File: config.mk
export PLATFORM = sky130hd
export DESIGN_NAME = wiper_serial_port
export DESIGN_NICKNAME = d
export VERILOG_FILES = /design/src/rtl/wiper_port_pkg.sv /design/src/rtl/wport_sampler.sv /design/src/rtl/wport_wr_shift.sv /design/src/rtl/wport_bank.sv /design/src/rtl/wport_rd_shift.sv /design/src/rtl/wiper_serial_port.sv
export SDC_FILE = /design/constraint.sdc
export NUM_CORES = 1
export LEC_CHECK = 0
export BUFFER_PORTS_ARGS = -buffer_cell sky130_fd_sc_hd__buf_2
export CORE_MARGIN = 2
export CORE_UTILIZATION = 58
export DETAILED_ROUTE_END_ITERATION = 8
export MAX_ROUTING_LAYER = met4
export PLACE_DENSITY = 0.85
export SLEW_MARGIN = 5
export SYNTH_ARGS = -nofsm -noshare
export SYNTH_HDL_FRONTEND = slang
export SYNTH_SLANG_ARGS = --single-unit
File: constraint.sdc
create_clock -name clk -period 2.1 [get_ports clk]
set_input_delay 0.21 -clock clk [delete_from_list [all_inputs] [get_ports clk]]
set_output_delay 0.21 -clock clk [all_outputs]
set_load 0.03 [all_outputs]
File: src/rtl/wiper_port_pkg.sv
package wiper_port_pkg;

    localparam int unsigned DEF_WIPER_W    = 8;
    localparam int unsigned DEF_NUM_WIPERS = 4;

    // registered copies of the serial pins
    typedef struct packed {
        logic en;
        logic rd;
        logic sclk;
        logic din;
    } port_sample_t;

    // single-cycle events derived from the samples
    typedef struct packed {
        logic en_rise;
        logic en_fall;
        logic sclk_rise;
        logic sclk_fall;
    } port_event_t;

    function automatic int unsigned frame_len(input int unsigned w, input int unsigned n);
        return w * n;
    endfunction

endpackage

File: src/rtl/wport_sampler.sv
module wport_sampler
    import wiper_port_pkg::*;
(
    input  logic         clk,
    input  logic         rst,
    input  logic         port_en,
    input  logic         rd_wr_n,
    input  logic         sclk,
    input  logic         sdin,
    output port_sample_t smp,
    output port_event_t  ev
);
    logic en_prev;
    logic sclk_prev;

    always_ff @(posedge clk) begin
        if (rst) begin
            smp       <= '0;
            en_prev   <= 1'b0;
            sclk_prev <= 1'b0;
        end else begin
            smp       <= '{en: port_en, rd: rd_wr_n, sclk: sclk, din: sdin};
            en_prev   <= smp.en;
            sclk_prev <= smp.sclk;
        end
    end

    always_comb begin
        ev.en_rise   =  smp.en   & ~en_prev;
        ev.en_fall   = ~smp.en   &  en_prev;
        ev.sclk_rise =  smp.sclk & ~sclk_prev;
        ev.sclk_fall = ~smp.sclk &  sclk_prev;
    end
endmodule

File: src/rtl/wport_wr_shift.sv
module wport_wr_shift #(
    parameter int unsigned FRAME = 32
) (
    input  logic             clk,
    input  logic             rst,
    input  logic             en_q,
    input  logic             rd_q,
    input  logic             din_q,
    input  logic             en_rise,
    input  logic             en_fall,
    input  logic             sclk_rise,
    output logic [FRAME-1:0] frame_data,
    output logic             load_pulse
);
    localparam int unsigned CW = $clog2(FRAME + 1);
    localparam logic [CW-1:0] FULL = CW'(FRAME);

    logic [CW-1:0] bit_cnt;

    always_ff @(posedge clk) begin
        if (rst) begin
            frame_data <= '0;
            bit_cnt    <= '0;
        end else if (en_rise) begin
            bit_cnt <= '0;
        end else if (en_q && !rd_q && sclk_rise) begin
            frame_data <= {frame_data[FRAME-2:0], din_q};
            if (bit_cnt != FULL) begin
                bit_cnt <= bit_cnt + 1'b1;
            end
        end
    end

    assign load_pulse = en_fall && (bit_cnt == FULL);
endmodule

File: src/rtl/wport_bank.sv
module wport_bank #(
    parameter int unsigned WIPER_W    = 8,
    parameter int unsigned NUM_WIPERS = 4,
    localparam int unsigned FRAME     = WIPER_W * NUM_WIPERS
) (
    input  logic             clk,
    input  logic             rst,
    input  logic             load,
    input  logic [FRAME-1:0] frame_data,
    output logic [FRAME-1:0] wiper_flat,
    output logic [FRAME-1:0] read_image
);
    for (genvar k = 0; k < NUM_WIPERS; k++) begin : g_wiper
        localparam int unsigned TOP = FRAME - 1 - k * WIPER_W;
        logic [WIPER_W-1:0] pos;

        always_ff @(posedge clk) begin
            if (rst) begin
                pos <= '0;
            end else if (load) begin
                pos <= frame_data[TOP -: WIPER_W];
            end
        end

        assign wiper_flat[k*WIPER_W +: WIPER_W] = pos;
        assign read_image[TOP -: WIPER_W]       = pos;
    end
endmodule

File: src/rtl/wport_rd_shift.sv
module wport_rd_shift #(
    parameter int unsigned FRAME = 32
) (
    input  logic             clk,
    input  logic             rst,
    input  logic             en_q,
    input  logic             rd_q,
    input  logic             en_rise,
    input  logic             en_fall,
    input  logic             sclk_fall,
    input  logic [FRAME-1:0] read_image,
    output logic             rd_bit
);
    logic [FRAME-1:0] rshift;

    always_ff @(posedge clk) begin
        if (rst) begin
            rshift <= '0;
            rd_bit <= 1'b0;
        end else if (en_rise) begin
            rshift <= read_image;
            rd_bit <= 1'b0;
        end else if (en_fall) begin
            rd_bit <= 1'b0;
        end else if (en_q && rd_q && sclk_fall) begin
            rd_bit <= rshift[FRAME-1];
            rshift <= {rshift[FRAME-2:0], 1'b0};
        end
    end
endmodule

File: src/rtl/wiper_serial_port.sv
module wiper_serial_port
    import wiper_port_pkg::*;
#(
    parameter int unsigned WIPER_W    = DEF_WIPER_W,
    parameter int unsigned NUM_WIPERS = DEF_NUM_WIPERS,
    localparam int unsigned FRAME     = frame_len(WIPER_W, NUM_WIPERS)
) (
    input  logic             clk,
    input  logic             rst,
    input  logic             port_en,
    input  logic             rd_wr_n,
    input  logic             sclk,
    input  logic             sdin,
    output logic             cascade_out,
    output logic [FRAME-1:0] wiper_pos
);
    port_sample_t     smp;
    port_event_t      ev;
    logic [FRAME-1:0] frame_data;
    logic [FRAME-1:0] read_image;
    logic             load_pulse;
    logic             rd_bit;

    wport_sampler u_sampler (
        .clk     (clk),
        .rst     (rst),
        .port_en (port_en),
        .rd_wr_n (rd_wr_n),
        .sclk    (sclk),
        .sdin    (sdin),
        .smp     (smp),
        .ev      (ev)
    );

    wport_wr_shift #(.FRAME(FRAME)) u_wr (
        .clk        (clk),
        .rst        (rst),
        .en_q       (smp.en),
        .rd_q       (smp.rd),
        .din_q      (smp.din),
        .en_rise    (ev.en_rise),
        .en_fall    (ev.en_fall),
        .sclk_rise  (ev.sclk_rise),
        .frame_data (frame_data),
        .load_pulse (load_pulse)
    );

    wport_bank #(.WIPER_W(WIPER_W), .NUM_WIPERS(NUM_WIPERS)) u_bank (
        .clk        (clk),
        .rst        (rst),
        .load       (load_pulse),
        .frame_data (frame_data),
        .wiper_flat (wiper_pos),
        .read_image (read_image)
    );

    wport_rd_shift #(.FRAME(FRAME)) u_rd (
        .clk        (clk),
        .rst        (rst),
        .en_q       (smp.en),
        .rd_q       (smp.rd),
        .en_rise    (ev.en_rise),
        .en_fall    (ev.en_fall),
        .sclk_fall  (ev.sclk_fall),
        .read_image (read_image),
        .rd_bit     (rd_bit)
    );

    // cascade output: pass-through, inhibit, or readback bit
    always_comb begin
        if (!port_en) begin
            cascade_out = sdin;
        end else if (!rd_wr_n) begin
            cascade_out = 1'b0;
        end else begin
            cascade_out = rd_bit;
        end
    end
endmodule

* Word-level counts from Yosys, hierarchy flattened
Cells that the tools add are included.
** Word-level totals
- Bits in writable memories :: 0
- Output and inout port bits :: 33
- Register bits after elaboration :: 109
- Memories kept :: 0
- ROM bits :: 0
- Latch bits :: 0
- Bits of input ports :: 6
- Word-level logic and storage cells :: 44
** Operators by class
- Multiplexer cells :: 5
- Divide/modulo/power cells :: 0
- Bitwise operators :: 9
- Shift-type cells :: 0
- $add $sub $neg :: 1
- Equality and inequality tests :: 3
- Reduce and logical (&&, ||, !) cells :: 12
- $lt $le $gt $ge :: 0
- $mul :: 0
** Operators by type and width (number)
- $mux 32 :: 3
- $add 6x1->6 const B :: 1
- $eq 6x6->1 const B :: 1
- $ne 6x6->1 const B :: 1
- $reduce_and 2->1 :: 3
- $logic_and 1x1->1 :: 5
- $not 1->1 :: 5
- $and 1x1->1 :: 4
- $reduce_or 3->1 :: 1
- $mux 1 :: 2
- $ne 2x1->1 const B :: 1
- $reduce_bool 2->1 :: 1
- $reduce_or 2->1 :: 1
- $logic_not 1->1 :: 1

* Longest topological paths before layout
- Depth in word-level cells :: 6
- Depth in mapped cells :: 8
- Gate-level depth less buffers :: 6

* Cells and area by module
Synthesis repeated with hierarchy kept, for this count alone.
** Second synthesis, totals
- Cells, all modules :: 505
- Area total of the unflattened synthesis :: 4724.5 µm²
** Modules (own cells, without submodules)
- wport_rd_shift :: sequential area each 660.6 µm², cells each 169, times used 1, area an instance 1655.3 µm²
- wport_wr_shift :: sequential area each 760.7 µm², cells each 182, times used 1, area an instance 1468.9 µm²
- wport_bank :: sequential area each 640.6 µm², cells each 135, times used 1, area an instance 1403.8 µm²
- wport_sampler :: sequential area each 120.1 µm², cells each 16, times used 1, area an instance 182.7 µm²
- wiper_serial_port :: sequential area each 0.0 µm², cells each 3, times used 1, area an instance 13.8 µm²

* Worst setup path before layout
OpenSTA, ideal clock, no wires.
- Kind :: register to register
- Start :: register u_sampler.smp[3] (netlist name)
- End :: register u_wr.frame_data[25]
- Clock period less this slack :: 1.472 ns
- Required time :: 1.968 ns
- Data arrival time :: 1.340 ns
- Slack :: 0.628 ns
- Setup time :: 0.132 ns
- Stages on the path, launching flop included :: 7
- Path buffers :: 2
- Cells stage by stage :: dfxtp_1 nand2_1 or4b_1 buf_2 buf_6 nand2_1 a21oi_1
** Between the ends
- Cells in the longest elaborated chain, start to end :: 3
- Elaborated cells on any way between the ends :: 5
- Those cells by class :: bitwise: 2; reduce/logical: 3
** RTL lines
- $and 1x1->1 or $logic_and 1x1->1 (tied branches) :: line wport_sampler.sv:29, wport_wr_shift.sv:26
- $not 1->1 (no source line) or $logic_and 1x1->1 (tied branches)
- $reduce_and 2->1 (no source line) (*)
- end signal: assignment :: line wport_wr_shift.sv:27 : frame_data <= {frame_data[FRAME-2:0], din_q};
- end: declaration :: line wport_wr_shift.sv:12 : output logic [FRAME-1:0] frame_data,
Every way passes the cells marked *; elsewhere a longest branch is shown, timed or not.
A chain may end at the register's enable or synchronous reset.

* Final worst setup path
- Start :: register u_sampler.en_prev
- End :: register u_wr.frame_data[10]
** Between the ends
- Cells in the longest elaborated chain, start to end :: 4
** RTL lines
- start: declaration :: line wport_sampler.sv:13 : logic en_prev;
- start signal: assignment :: line wport_sampler.sv:23 : en_prev <= smp.en;
- $not 1->1 :: line wport_sampler.sv:29 : ev.en_rise = smp.en & ~en_prev;
- $and 1x1->1 :: line wport_sampler.sv:29
- $not 1->1 (no source line)
- $reduce_and 2->1 (no source line)
Every way passes these cells.

==> results.yml <==
routing:
  drt_pass1_iterations: 4
  wl_per_cell_um: 13.67
  remaining_drc_errors: 0
  wl_um: 8285
  vias: 3331
  viasPerCell: 5.497
  ant_nets: 0
  drtIter0Drc: 218
floorplanning:
  fp-row-count: 30
  die_area_mm2: 0.007927
  io_pins: 39
  die_h_um: 89.04
  initial_core_util: 0.6072
  core_area_mm2: 0.006907
  die_x_um: 89.04
global_route:
  antenna_found_initial: 0
  grt_first_pass_wirelength_um: 13770
  grt_overflow_total: 0
  grt_usage: 0.2286
  grt_pass1_vias: 3170
  grt_max_degree: 101
yosys:
  yosysSeqAreaShare: 0.5203
  synth_cell_type_count: 32
  synth_area_mm2: 0.004194
  ys_seq_elements: 109
  async_flop_share: 0
  syn_area_per_cell_um2: 8.665
  ys.flop_type: "dfxtp_1"
  synth_enable_flop_cells: 0
  syn_inst: 484
  yosys_warnings: 0
  syn_nets: 492
clock_network:
  cts_hold_buf: 0
  tritoncts: "built"
  cts_max_path_buffers: 2
  cts_setup_buffers: 0
  clock_tree.root_cell: "clkbuf_8"
  htree_num_levels: 3
  clkLatencyLatePin_ns: 0.38
  cts_buffers: 9
  cts_sinks: 109
  clk_pin_slew_worst_paths_ns: 0.10
  cts_resized: 0
worst_setup_path:
  worstSetupEndpointType: "register"
  worstSetupStartpoint: "u_sampler.en_prev"
  arrival_ns: 2.01
  crit_type: "register to register"
  crit_fanout: 32
  cp.required_ns: 2.36
  worstReg2RegStart: "u_sampler.en_prev"
  setup.worst_path.start_class: "register"
timing:
  fin_crit_sh: 0.8358
  worst_pin_slew_ns: 0.4215
  holdWs_ns: 0.03837
  rsz0062_at_grt: "false"
  setup_violations: 0
  tns_ns: 0
  clock.fmax_ghz: 0.5698
  finalMaxSlewViolations: 0
  slew_headroom: 0.7190
  finalClockSkew_ns: 0.01094
  hold_violations: 0
  period_needed_ns: 1.755
power_and_ir_drop:
  power_leakage_uw: 0.001650
  vdd_drop_max_uv: 382.5
  power_density_mw_per_mm2: 805.4
  power.total_uw: 3721
place:
  port-buffer-count: 38
  gp_congestion: 0.8171
  dp_hpwl_um: 5186
layout:
  final_cell_mix: "nand2_1, dfxtp_1, a21oi_1"
  multi_input_area_mm2: 0.001810
  nNetsFinal: 513
  n_antenna_cell: 0
  drive_gt1_frac: 0.1333
  area.sequential_mm2: 0.002182
  area_growth_pct: 10.17
  final_common_cell: "nand2_1"
  nFillCells: 563
  utilization: 0.6690
worst_hold_path:
  hold_path_startpoint: "sclk"
  hold_class: "input port to register"
run_status:
  outcome: "finished, final reports clean"
flow_run:
  cap_violations: 0
power breakdown:
group	switching [uW]	leakage [uW]	internal (uW)
combinational	112	0.000656	74.1
clock	718	0.000110	678
sequential	28.8	0.000884	2110
total	859	0.00165	2860
worst max-delay path, stage by stage (launching register included):
cell,delay [ns]
dfxtp_1,0.51
nand2_1,0.18
or4b_1,0.49
buf_4,0.25
nand2_1,0.12
a21oi_1,0.07
stage by stage:
stage | cell area (um^2) | cells | setup WS [ns]
2_1_floorplan | 4194 | 484 | 0.6278
3_3_place_gp | 4398 | 590 | 0.4202
3_5_place_dp | 4398 | 590 | 0.3864
4_1_cts | 4621 | 606 | 0.3595
5_1_grt | 4621 | 606 | 0.2230
6_report | 4621 | 606 | 0.3449
worst paths after layout:
check / endpoint / slack (ns) / depth (start not counted)
worst min-delay path: u_sampler.smp[1] / 0.04 / 2
worst max-delay path: u_wr.frame_data[10] / 0.34 / 5
worst min register to register: u_wr.frame_data[0] / 0.45 / 2
worst max register to register: u_wr.frame_data[10] / 0.34 / 5
routing by layer:
| metal | routed length (um) | up-vias | global-route usage |
|---|---|---|---|
| met5 | 0 | - | - |
| met4 | 155 | 0 | 0.1058 |
| met3 | 362 | 16 | 0.04432 |
| met2 | 4094 | 77 | 0.3955 |
| met1 | 3673 | 1579 | 0.2541 |
| li1 | - | 1659 | - |
sequential cells by signal (all words and copies together) (netlist names):
| signal | flops |
|---|---|
| u_sampler.sclk_prev | 1 |
| u_rd.rd_bit | 1 |
| u_sampler.en_prev | 1 |
| u_wr.frame_data | 32 |
| u_sampler.smp | 4 |
| u_wr.bit_cnt | 6 |
| u_bank.g_wiper.pos | 32 |
| u_rd.rshift | 32 |
cell usage after synthesis, types with 2 or more instances:
library cell  instances  area [um^2]
buf_1                 2        7.510
nor2b_1               6        37.54
buf_6                 5        56.30
dfxtp_1             109         2182
buf_4                 4        30.03
a21oi_1              66        330.3
nor4b_2               2        30.03
nand4_1               3        18.77
nor2_1               39        146.4
mux2i_1              32        320.3
nand2_1             133        499.2
nand3_1               2        10.01
clkbuf_1             16        60.06
buf_2                10        50.05
a211oi_1             31        232.7
ha_1                  2        25.02
inv_1                 4        15.01
xor2_1                3        26.28
o21ai_0               2        10.01
logic make-up (layout without fill, tap and decap cells):
| group | count (synthesis) | after routing | synth area share |
|---|---|---|---|
| buffers and inverters | 41 | 67 | 0.05221 |
| XOR/XNOR | 4 | 4 | 0.008355 |
| multiplexers | 32 | 32 | 0.07637 |
| AND/OR/NAND/NOR | 194 | 194 | 0.1948 |
| AO/OA/AOI/OAI | 102 | 102 | 0.1420 |
| adder cells (fa/ha/maj) | 2 | 2 | 0.005966 |
| flip-flops | 109 | 109 | 0.5203 |
layout make-up:
type | instances | share of cell area
clock buffer | 9 | 0.02681
tap | 96 | 0.02600
multi-input combinational | 334 | 0.3918
sequential | 109 | 0.4722
clock inverter | 7 | 0.02139
inverter | 4 | 0.003249
timing repair buffer | 47 | 0.05849
Note: power is estimated with default switching activity, not from simulation.
